File: src/rtl/gtc_pkg.sv
package gtc_pkg;
  localparam int REG_W  = 32;
  localparam int CNT_W  = 2 * REG_W;
  localparam int ADDR_W = 4;

  localparam logic [ADDR_W-1:0] A_CNT_LO = 4'd0;
  localparam logic [ADDR_W-1:0] A_CNT_HI = 4'd1;
  localparam logic [ADDR_W-1:0] A_CMP_LO = 4'd2;
  localparam logic [ADDR_W-1:0] A_CMP_HI = 4'd3;
  localparam logic [ADDR_W-1:0] A_STEP   = 4'd4;
  localparam logic [ADDR_W-1:0] A_CTRL   = 4'd5;
  localparam logic [ADDR_W-1:0] A_IEN    = 4'd6;
  localparam logic [ADDR_W-1:0] A_FLAG   = 4'd7;
  localparam logic [ADDR_W-1:0] A_WST    = 4'd8;
  localparam logic [ADDR_W-1:0] A_CWST   = 4'd9;

  localparam int CTRL_CEN  = 0;
  localparam int CTRL_AUTO = 1;
  localparam int CTRL_RUN  = 8;

  localparam int WST_CMPLO = 0;
  localparam int WST_CMPHI = 1;
  localparam int WST_STEP  = 2;
  localparam int WST_CTRL  = 16;

  typedef struct packed {
    logic run;
    logic auto_step;
    logic cen;
  } ctrl_t;
endpackage

File: src/rtl/gtc_wr_delay.sv
module gtc_wr_delay #(
  parameter int DLY = 3,
  parameter int AW  = 4,
  parameter int DW  = 32
) (
  input  logic          clk,
  input  logic          rst_n,
  input  logic          in_vld,
  input  logic [AW-1:0] in_addr,
  input  logic [DW-1:0] in_data,
  output logic          out_vld,
  output logic [AW-1:0] out_addr,
  output logic [DW-1:0] out_data
);
  logic          vld_q  [DLY];
  logic [AW-1:0] addr_q [DLY];
  logic [DW-1:0] data_q [DLY];

  for (genvar g = 0; g < DLY; g++) begin : g_stage
    if (g == 0) begin : g_first
      always_ff @(posedge clk or negedge rst_n) begin
        if (!rst_n) begin
          vld_q[g]  <= 1'b0;
          addr_q[g] <= '0;
          data_q[g] <= '0;
        end else begin
          vld_q[g]  <= in_vld;
          addr_q[g] <= in_addr;
          data_q[g] <= in_data;
        end
      end
    end else begin : g_next
      always_ff @(posedge clk or negedge rst_n) begin
        if (!rst_n) begin
          vld_q[g]  <= 1'b0;
          addr_q[g] <= '0;
          data_q[g] <= '0;
        end else begin
          vld_q[g]  <= vld_q[g-1];
          addr_q[g] <= addr_q[g-1];
          data_q[g] <= data_q[g-1];
        end
      end
    end
  end

  // the last stage is presented combinationally; the consumer registers it,
  // so a write sampled at edge k lands at edge k+DLY
  assign out_vld  = vld_q[DLY-1];
  assign out_addr = addr_q[DLY-1];
  assign out_data = data_q[DLY-1];
endmodule

File: src/rtl/gtc_counter.sv
module gtc_counter #(
  parameter int HALF_W = 32,
  localparam int FULL_W = 2 * HALF_W
) (
  input  logic              clk,
  input  logic              rst_n,
  input  logic              run,
  input  logic              ld_lo,
  input  logic              ld_hi,
  input  logic [HALF_W-1:0] ld_data,
  output logic [FULL_W-1:0] cnt
);
  always_ff @(posedge clk or negedge rst_n) begin
    if (!rst_n) begin
      cnt <= '0;
    end else if (ld_lo) begin
      cnt <= {cnt[FULL_W-1:HALF_W], ld_data};
    end else if (ld_hi) begin
      cnt <= {ld_data, cnt[HALF_W-1:0]};
    end else if (run) begin
      cnt <= cnt + FULL_W'(1);
    end
  end
endmodule

File: src/rtl/gtc_compare.sv
module gtc_compare #(
  parameter int HALF_W = 32,
  localparam int FULL_W = 2 * HALF_W
) (
  input  logic              clk,
  input  logic              rst_n,
  input  logic [FULL_W-1:0] cnt,
  input  logic              cen,
  input  logic              auto_step,
  input  logic [HALF_W-1:0] step,
  input  logic              wr_lo,
  input  logic              wr_hi,
  input  logic [HALF_W-1:0] wdata,
  output logic [FULL_W-1:0] cmp,
  output logic              match
);
  assign match = cen && (cnt == cmp);

  always_ff @(posedge clk or negedge rst_n) begin
    if (!rst_n) begin
      cmp <= '0;
    end else if (wr_lo) begin
      cmp <= {cmp[FULL_W-1:HALF_W], wdata};
    end else if (wr_hi) begin
      cmp <= {wdata, cmp[HALF_W-1:0]};
    end else if (match && auto_step) begin
      cmp <= cmp + FULL_W'(step);
    end
  end
endmodule

File: src/rtl/sys_cmp_timer.sv
module sys_cmp_timer
  import gtc_pkg::*;
#(
  parameter int WR_DELAY = 3
) (
  input  logic              clk,
  input  logic              rst_n,
  input  logic              bus_wr,
  input  logic [ADDR_W-1:0] bus_addr,
  input  logic [REG_W-1:0]  bus_wdata,
  output logic [REG_W-1:0]  bus_rdata,
  output logic              irq
);
  logic              ap_vld;
  logic [ADDR_W-1:0] ap_addr;
  logic [REG_W-1:0]  ap_data;
  logic              dly_in;

  assign dly_in = bus_wr && (bus_addr <= A_CTRL);

  gtc_wr_delay #(.DLY(WR_DELAY), .AW(ADDR_W), .DW(REG_W)) u_dly (
    .clk(clk), .rst_n(rst_n),
    .in_vld(dly_in), .in_addr(bus_addr), .in_data(bus_wdata),
    .out_vld(ap_vld), .out_addr(ap_addr), .out_data(ap_data)
  );

  logic ap_cnt_lo, ap_cnt_hi, ap_cmp_lo, ap_cmp_hi, ap_step, ap_ctrl;
  assign ap_cnt_lo = ap_vld && (ap_addr == A_CNT_LO);
  assign ap_cnt_hi = ap_vld && (ap_addr == A_CNT_HI);
  assign ap_cmp_lo = ap_vld && (ap_addr == A_CMP_LO);
  assign ap_cmp_hi = ap_vld && (ap_addr == A_CMP_HI);
  assign ap_step   = ap_vld && (ap_addr == A_STEP);
  assign ap_ctrl   = ap_vld && (ap_addr == A_CTRL);

  ctrl_t            ctrl_q;
  logic [REG_W-1:0] step_q;
  logic             ien_q;
  logic             flag_q;
  logic [3:0]       wst_q;
  logic [1:0]       cwst_q;
  logic [CNT_W-1:0] cnt;
  logic [CNT_W-1:0] cmp;
  logic             match;

  gtc_counter #(.HALF_W(REG_W)) u_cnt (
    .clk(clk), .rst_n(rst_n), .run(ctrl_q.run),
    .ld_lo(ap_cnt_lo), .ld_hi(ap_cnt_hi), .ld_data(ap_data), .cnt(cnt)
  );

  gtc_compare #(.HALF_W(REG_W)) u_cmp (
    .clk(clk), .rst_n(rst_n), .cnt(cnt),
    .cen(ctrl_q.cen), .auto_step(ctrl_q.auto_step), .step(step_q),
    .wr_lo(ap_cmp_lo), .wr_hi(ap_cmp_hi), .wdata(ap_data),
    .cmp(cmp), .match(match)
  );

  // software clear strobes (write-1-to-clear, immediate)
  logic       flag_clr;
  logic [3:0] wst_clr;
  logic [3:0] wst_set;
  logic [1:0] cwst_clr;
  logic [1:0] cwst_set;

  assign flag_clr = bus_wr && (bus_addr == A_FLAG) && bus_wdata[0];
  assign wst_clr  = (bus_wr && (bus_addr == A_WST)) ?
                    {bus_wdata[WST_CTRL], bus_wdata[WST_STEP],
                     bus_wdata[WST_CMPHI], bus_wdata[WST_CMPLO]} : 4'b0;
  assign cwst_clr = (bus_wr && (bus_addr == A_CWST)) ? bus_wdata[1:0] : 2'b0;
  assign wst_set  = {ap_ctrl, ap_step, ap_cmp_hi, ap_cmp_lo};
  assign cwst_set = {ap_cnt_hi, ap_cnt_lo};

  always_ff @(posedge clk or negedge rst_n) begin
    if (!rst_n) begin
      ctrl_q <= '0;
      step_q <= '0;
      ien_q  <= 1'b0;
      flag_q <= 1'b0;
      wst_q  <= '0;
      cwst_q <= '0;
    end else begin
      if (ap_ctrl) begin
        ctrl_q.run       <= ap_data[CTRL_RUN];
        ctrl_q.auto_step <= ap_data[CTRL_AUTO];
        ctrl_q.cen       <= ap_data[CTRL_CEN];
      end
      if (ap_step) step_q <= ap_data;
      if (bus_wr && (bus_addr == A_IEN)) ien_q <= bus_wdata[0];
      if (match)         flag_q <= 1'b1;
      else if (flag_clr) flag_q <= 1'b0;
      wst_q  <= (wst_q & ~wst_clr) | wst_set;
      cwst_q <= (cwst_q & ~cwst_clr) | cwst_set;
    end
  end

  always_comb begin
    bus_rdata = '0;
    case (bus_addr)
      A_CNT_LO: bus_rdata = cnt[REG_W-1:0];
      A_CNT_HI: bus_rdata = cnt[CNT_W-1:REG_W];
      A_CMP_LO: bus_rdata = cmp[REG_W-1:0];
      A_CMP_HI: bus_rdata = cmp[CNT_W-1:REG_W];
      A_STEP:   bus_rdata = step_q;
      A_CTRL: begin
        bus_rdata[CTRL_RUN]  = ctrl_q.run;
        bus_rdata[CTRL_AUTO] = ctrl_q.auto_step;
        bus_rdata[CTRL_CEN]  = ctrl_q.cen;
      end
      A_IEN:  bus_rdata[0] = ien_q;
      A_FLAG: bus_rdata[0] = flag_q;
      A_WST: begin
        bus_rdata[WST_CMPLO] = wst_q[0];
        bus_rdata[WST_CMPHI] = wst_q[1];
        bus_rdata[WST_STEP]  = wst_q[2];
        bus_rdata[WST_CTRL]  = wst_q[3];
      end
      A_CWST:  bus_rdata[1:0] = cwst_q;
      default: bus_rdata = '0;
    endcase
  end

  assign irq = flag_q && ien_q;
endmodule

File: config.mk
export PLATFORM = sky130hd
export DESIGN_NAME = sys_cmp_timer
export DESIGN_NICKNAME = d
export VERILOG_FILES = /design/src/rtl/gtc_pkg.sv /design/src/rtl/gtc_wr_delay.sv /design/src/rtl/gtc_counter.sv /design/src/rtl/gtc_compare.sv /design/src/rtl/sys_cmp_timer.sv
export SDC_FILE = /design/constraint.sdc
export NUM_CORES = 1
export LEC_CHECK = 0
export BUFFER_PORTS_ARGS = -buffer_cell sky130_fd_sc_hd__buf_2
export CAP_MARGIN = 20
export CORE_UTILIZATION = 35
export DETAILED_ROUTE_END_ITERATION = 12
export PLACE_DENSITY = 0.51
export SYNTH_ARGS = -nofsm -noshare
export SYNTH_HDL_FRONTEND = slang
export SYNTH_SLANG_ARGS = --single-unit
File: constraint.sdc
create_clock -name clk -period 3.7 [get_ports clk]
set_clock_uncertainty 0.15 [all_clocks]
set_input_delay 0.74 -clock clk [delete_from_list [all_inputs] [get_ports clk]]
set_output_delay 0.74 -clock clk [all_outputs]
set_load 0.05 [all_outputs]
Word-level counts from Yosys, hierarchy flattened
Index checks and enable logic that the tools add are counted.
Storage, ports and cells
  bits in registers: 282
  output and inout bits: 33
  word-level logic and storage cells: 93
Operators by class
  add/subtract/negate cells: 2
  $lt $le $gt $ge: 1
  eq/ne operators: 17
  muxes and demuxes: 18
  bitwise gates (word level): 8
  reductions and logical operators: 26
Operators by type and width (number)
  64-bit 2-to-1 mux: 4
  15-bit one-hot mux with 5 select lines: 1
  64-bit by 1-bit adder with 64-bit output, second input constant: 1
  64-bit by 32-bit adder with 64-bit output: 1
  64-bit equality test: 1
  32-bit 2-to-1 mux: 2
  7-bit one-hot mux with 5 select lines: 1
  5-bit one-hot mux with 5 select lines: 1
  4-bit by 3-bit equality test with 1-bit output, second input constant: 6
  1-bit one-hot mux with 6 select lines: 3
  4-bit by 2-bit equality test with 1-bit output, second input constant: 4
  1-bit logical AND: 15
  1-bit one-hot mux with 10 select lines: 1
  2-bit nonzero test: 5
  4-bit by 1-bit equality test with 1-bit output, second input constant: 2
  4-bit equality test, second input constant: 2
  4-bit zero test: 2
  1-bit one-hot mux with 8 select lines: 1
  2-bit AND reduction: 4
  4-bit AND: 1
  4-bit by 3-bit <= comparator with 1-bit output, second input constant: 1
  4-bit 2-to-1 mux: 1
  2-bit != test, second input constant: 2
  4-bit inverter: 1
  7 further kinds: 9

Longest topological paths before layout
  depth in word-level cells: 6
  gate-level depth with buffers: 14
  gate-level depth less buffers: 12

Hierarchy
A second synthesis with hierarchy kept.
Unflattened totals
  cells, all modules: 1819
  area, all modules: 17280.3 µm²
By module, submodules not included
  gtc_compare: times used 1, cells each 825, area an instance 6542.5 µm², sequential area each 1601.5 µm²
  gtc_counter: times used 1, cells each 553, area an instance 4521.8 µm², sequential area each 1601.5 µm²
  sys_cmp_timer: times used 1, cells each 294, area an instance 3168.0 µm², sequential area each 1076.0 µm²
  gtc_wr_delay: times used 1, cells each 147, area an instance 3047.9 µm², sequential area each 2777.7 µm²

Worst setup path after synthesis
Ideal clock, no wire load.
  kind: register to register
  from: register u_cmp.cmp[0]
  to: register u_cmp.cmp[38]
  library setup time: 120 ps
  arrival time: 3083 ps
  path slack: 346 ps
  cell stages (with the launch flop): 13
  buffers on the path: 1
  clock period less this slack: 3354 ps
  path through: dfrtp_1 > ha_1 > fa_1 > a21o_1 > a221oi_2 > a21oi_1 > a31oi_2 > o31ai_1 > a221o_1 > buf_4 > and2b_1 > a311o_1 > o211a_1
On the way
  word-level cells in the longest chain between the ends: 5
  elaborated cells on any way between the ends: 8
  classes of those cells: add/sub: 1; eq/ne: 1; mux: 2; reduce/logical: 4
RTL lines
  start, declared: line gtc_compare.sv:14  | output logic [FULL_W-1:0] cmp,
  start signal, assigned: line gtc_compare.sv:23  | cmp <= {cmp[FULL_W-1:HALF_W], wdata};
  start signal, assigned: line gtc_compare.sv:25  | cmp <= {wdata, cmp[HALF_W-1:0]};
  start signal, assigned: line gtc_compare.sv:27  | cmp <= cmp + FULL_W'(step);
  branches (longest 5 deep; another with 64-bit by 32-bit adder with 64-bit output)
Parallel ways; which one is timed is not known. The select of a mux whose other input is x is not followed.
A chain may end at the register's enable or synchronous reset.

Worst setup path after layout
  from: register step_q[0]
  to: register u_cmp.cmp[38]
On the way
  word-level cells in the longest chain between the ends: 3
RTL lines
  start, declared: line sys_cmp_timer.sv:36  | logic [REG_W-1:0] step_q;
  start signal, assigned: line sys_cmp_timer.sv:86  | if (ap_step) step_q <= ap_data;
  64-bit by 32-bit adder with 64-bit output: line gtc_compare.sv:27
  64-bit 2-to-1 mux: line gtc_compare.sv:26  | end else if (match && auto_step) begin
  64-bit 2-to-1 mux: line gtc_compare.sv:24  | end else if (wr_hi) begin
No other way between the ends. The select of a mux whose other input is x is not followed.

==> impl_metrics.py <==
metrics = {
    "cts": {
        "clock_sink_count": 282,
        "max-clock-path-buffers": 3,
        "h-tree-depth": 2,
        "tritoncts.num_buffers": 36,
        "root_buffer": "clkbuf_16",
        "postCtsHoldBufs": 0,
        "clock_tree_from_tritoncts": "done",
        "clock_insertion_delay_worst_skew_ns": 0.55,
        "cts.reportedPaths.clkPinSlew_ns": 0.06,
    },
    "layout": {
        "drive_gt1_share_pct": 18.42,
        "num_antenna_cells": 0,
        "final_cell_count_no_fill": 2287,
        "flow.area_growth_from_synthesis_pct": 20.55,
        "mostFrequentLayoutCells": "dfrtp_1 (282), nand2_1 (227), buf_4 (114)",
        "nNetsFinal": 1797,
        "layout.cells.most_common": "dfrtp_1",
        "layout.cell_area.non_filler_um2": 18110,
    },
    "floorplanning": {
        "die-area_um2": 43760,
        "core-area_um2": 42130,
        "die_x_um": 209.2,
        "top_level_i_o_count": 72,
        "initial_utilization_pct": 35.66,
        "floorplan.die.height_um": 209.2,
        "num_rows": 75,
    },
    "synthesis": {
        "post_synth_instance_area_um2": 15020,
        "synth_cell_type_count": 80,
        "seq_area_frac_synth_pct": 46.97,
        "synth-async-reset-ratio_pct": 100.0,
        "synthesis.yosys.warnings": 0,
        "synthesis.area_per_instance_um2": 9.473,
        "synth-edff-count": 0,
        "synthCells": 1586,
        "synth_nets": 1659,
        "synth_top_flop_cell": "dfrtp_1",
        "postSynthRegisterBits": 282,
    },
    "routing": {
        "drt-vias-per-instance": 5.753,
        "route.final.wire_length_um": 58390,
        "detailedRoute.firstPassIterationCount": 6,
        "detailroute.via_count": 13160,
        "final_antenna_net_count": 0,
        "drt-initial-drc-count": 1195,
        "post-route-drc-count": 0,
        "wl_per_cell_um": 25.53,
    },
    "setup_path": {
        "timing.critical_path.arrival_ns": 3.84,
        "path_max_fanout": 16,
        "crit_slowest_cell": "fa_1",
        "cp_endpoint_kind": "flop",
        "cp-start-kind": "flop",
        "cp.required_ns": 3.98,
        "path_cells": "ha_1 -> fa_1 -> a21o_1 -> a221oi_4 -> a21oi_4 -> a31oi_4 -> o31ai_1 -> a221o_1 -> buf_12 -> and2b_1 -> a311o_1 -> o211a_1",
        "critPathKind": "flop to flop",
        "maximum_cell_stage_delay_along_the_critical_path_ns": 0.42,
    },
    "global_route": {
        "grt_pass1_wl_um": 87170,
        "grt_pass1_vias": 12950,
        "maximum_number_of_pins_on_one_net_before_global_route_repair": 82,
        "initial_antenna_violation_count": 0,
        "gr-total-overflow": 0,
        "global_route.usage.total_pct": 27.10,
    },
    "sta": {
        "achievable-frequency_ghz": 0.2809,
        "finalMaxSlewViolations": 0,
        "grt_setup_unrepaired": "false",
        "setup_viol": 0,
        "slew_headroom_pct": 28.70,
        "report.final.hold_viol_count": 0,
        "finalWorstPathRequiredPeriod_ns": 3.560,
        "tcrit_tclk_final_pct": 96.20,
        "worst-slew-pin-transition_ns": 1.070,
    },
    "placed_design": {
        "dp.cells": 2224,
        "finalWeightedCongestion": 0.9819,
        "place.detailed.hpwl_um": 42950,
        "placedInstanceArea_um2": 16780,
        "port_buffers": 71,
    },
    "power_and_ir_drop": {
        "switching_power_w": 0.003556,
        "power_per_cell_area_nw_per_um2": 580.7,
        "power_switching_share_pct": 33.81,
        "power_leakage_nw": 7.773,
        "p_comb_share_pct": 24.4,
        "share_seq_of_total_power_pct": 39.0,
        "worst_vdd_rail_ir_drop_uv": 321.9,
        "power.share.clock_pct": 36.6,
        "internal_power_w": 0.006961,
    },
    "outcome": {
        "status": "finished clean",
    },
    "hold_path": {
        "type_of_the_worst_min_delay_path": "primary input to async pin",
    },
    "job": {
        "cap_viol_max_count": 0,
    },
}
-- logic make-up (layout without fill, tap and decap cells) --
logic type      Yosys count  after routing  share of synthesized area [%]
flops                   282            282                          46.97
mux                      49             49                          3.564
simple gates            613            613                          20.00
compound gates          360            360                          15.91
fa+ha+maj                34             34                          2.881
xor+xnor                129            129                          7.520
buf+inv                 119            281                          3.156
-- worst max-delay path, delay by kind of cell, from the launching register on --
family,cells,cell delay (ns)
AO/OA/AOI/OAI,8,1.88
adder cells (fa/ha/maj),2,0.65
buffers and inverters,1,0.17
flip-flops,1,0.40
AND/OR/NAND/NOR,1,0.19
-- state kept, by name, summed over array words and instances, names as in the netlist --
name            count
u_dly.vld_q         2
u_cnt.cnt          64
ctrl_q              3
wst_q               4
ien_q               1
step_q             32
flag_q              1
u_dly.data_q       64
cwst_q              2
u_dly.out_data     32
u_dly.out_vld       1
u_cmp.cmp          64
u_dly.addr_q        8
u_dly.out_addr      4
-- final timing paths --
kind | startpoint | end | slack (ns) | cells past startpoint
setup / recovery | step_q[0]$_DFFE_PN0P_ | u_cmp.cmp[38]$_DFFE_PN0P_ | 0.14 | 12
hold / removal | rst_n | u_dly.data_q[71]$_DFF_PN0_ | 0.06 | 1
setup reg to reg | step_q[0]$_DFFE_PN0P_ | u_cmp.cmp[38]$_DFFE_PN0P_ | 0.14 | 12
hold reg to reg | u_dly.data_q[70]$_DFF_PN0_ | u_dly.data_q[38]$_DFF_PN0_ | 0.19 | 0
max in group asynchronous | rst_n | u_cmp.cmp[60]$_DFFE_PN0P_ | 2.43 | 2
min in group clk | bus_wdata[4] | u_dly.data_q[68]$_DFF_PN0_ | 0.15 | 1
-- power groups by stage --
stage / Sequential (W) / Combinational [W] / Clock, W
final: 0.00410 / 0.00256 / 0.00385
after global placement: 0.00413 / 0.00250 / 0
after global routing: 0.00415 / 0.00276 / 0.00404
after floorplan: 0.00389 / 0.00161 / 0
after detailed placement: 0.00413 / 0.00251 / 0
after CTS: 0.00409 / 0.00253 / 0.00393
-- layer usage --
metal	global-route usage, %	vias up	part of all wire [%]
met5	0	-	0
met4	9.711	0	3.1
li1	-	6005	-
met2	42.09	490	45
met3	4.343	100	6.4
met1	38.11	6562	45
-- Yosys cell counts (all sizes together), types with 4 or more instances --
cell       n  area [µm²]
nor2b     14       87.58
nor4b      7       61.31
o2111ai   10       87.58
a221o      4       40.04
nor3      35       191.4
and4       9       78.83
mux2      36       405.4
a31oi      5       37.53
nand4     49       312.8
a21o      11       82.58
and2      10       62.56
o211ai     8       60.06
xor2      59       516.8
nor2      88       330.3
a22oi     81       608.1
dfrtp    282        7057
inv       24       90.08
a21oi     67       335.3
xnor2     70       613.1
and3      31       193.9
ha        33       412.9
a211oi    15       122.6
nor4      15       100.1
nand2    228       858.3
nand3     84       425.4
o22ai     10       62.56
o21ai    102       521.8
a311oi     7       67.56
buf       13       76.32
o311ai     4       35.03
o31ai      4       30.03
nand2b    27       168.9
mux2i     13       130.1
o221a      4       45.04
a221oi     4       41.29
clkbuf    81       304.0
-- through the flow --
stage	hold WS (ns)	total power, W	setup slack (ns)	utilization (%)	setup TNS [ns]
finish	0.05635	0.01052	0.1405	42.99	0
global route	0.09160	0.01095	0.02144	42.99	0
CTS	0.06638	0.01054	0.04626	42.93	0
detailed placement	0.1847	0.006642	-0.1054	39.84	-0.1054
global placement	0.1820	0.006628	-0.04606	39.84	-0.04606
floorplan	0.1812	0.005497	0.3462	-	0
-- final cells by class --
type                    count  area (µm²)
fillers                  4104       24020
multi-input cells        1185        7582
flip-flops and latches    282        7057
repair buffers            194        1416
clock buffers              45        1006
well taps                 539       674.4
clock inverters            17       282.8
inverters                  25       93.84
-- repair_timing --
item	4_1_cts	5_1_grt
resized for setup	2	2
setup buffers	0	1
endpoints found under the setup margin	1	1
pin swaps	0	1
(Power assumes the default switching activity.)
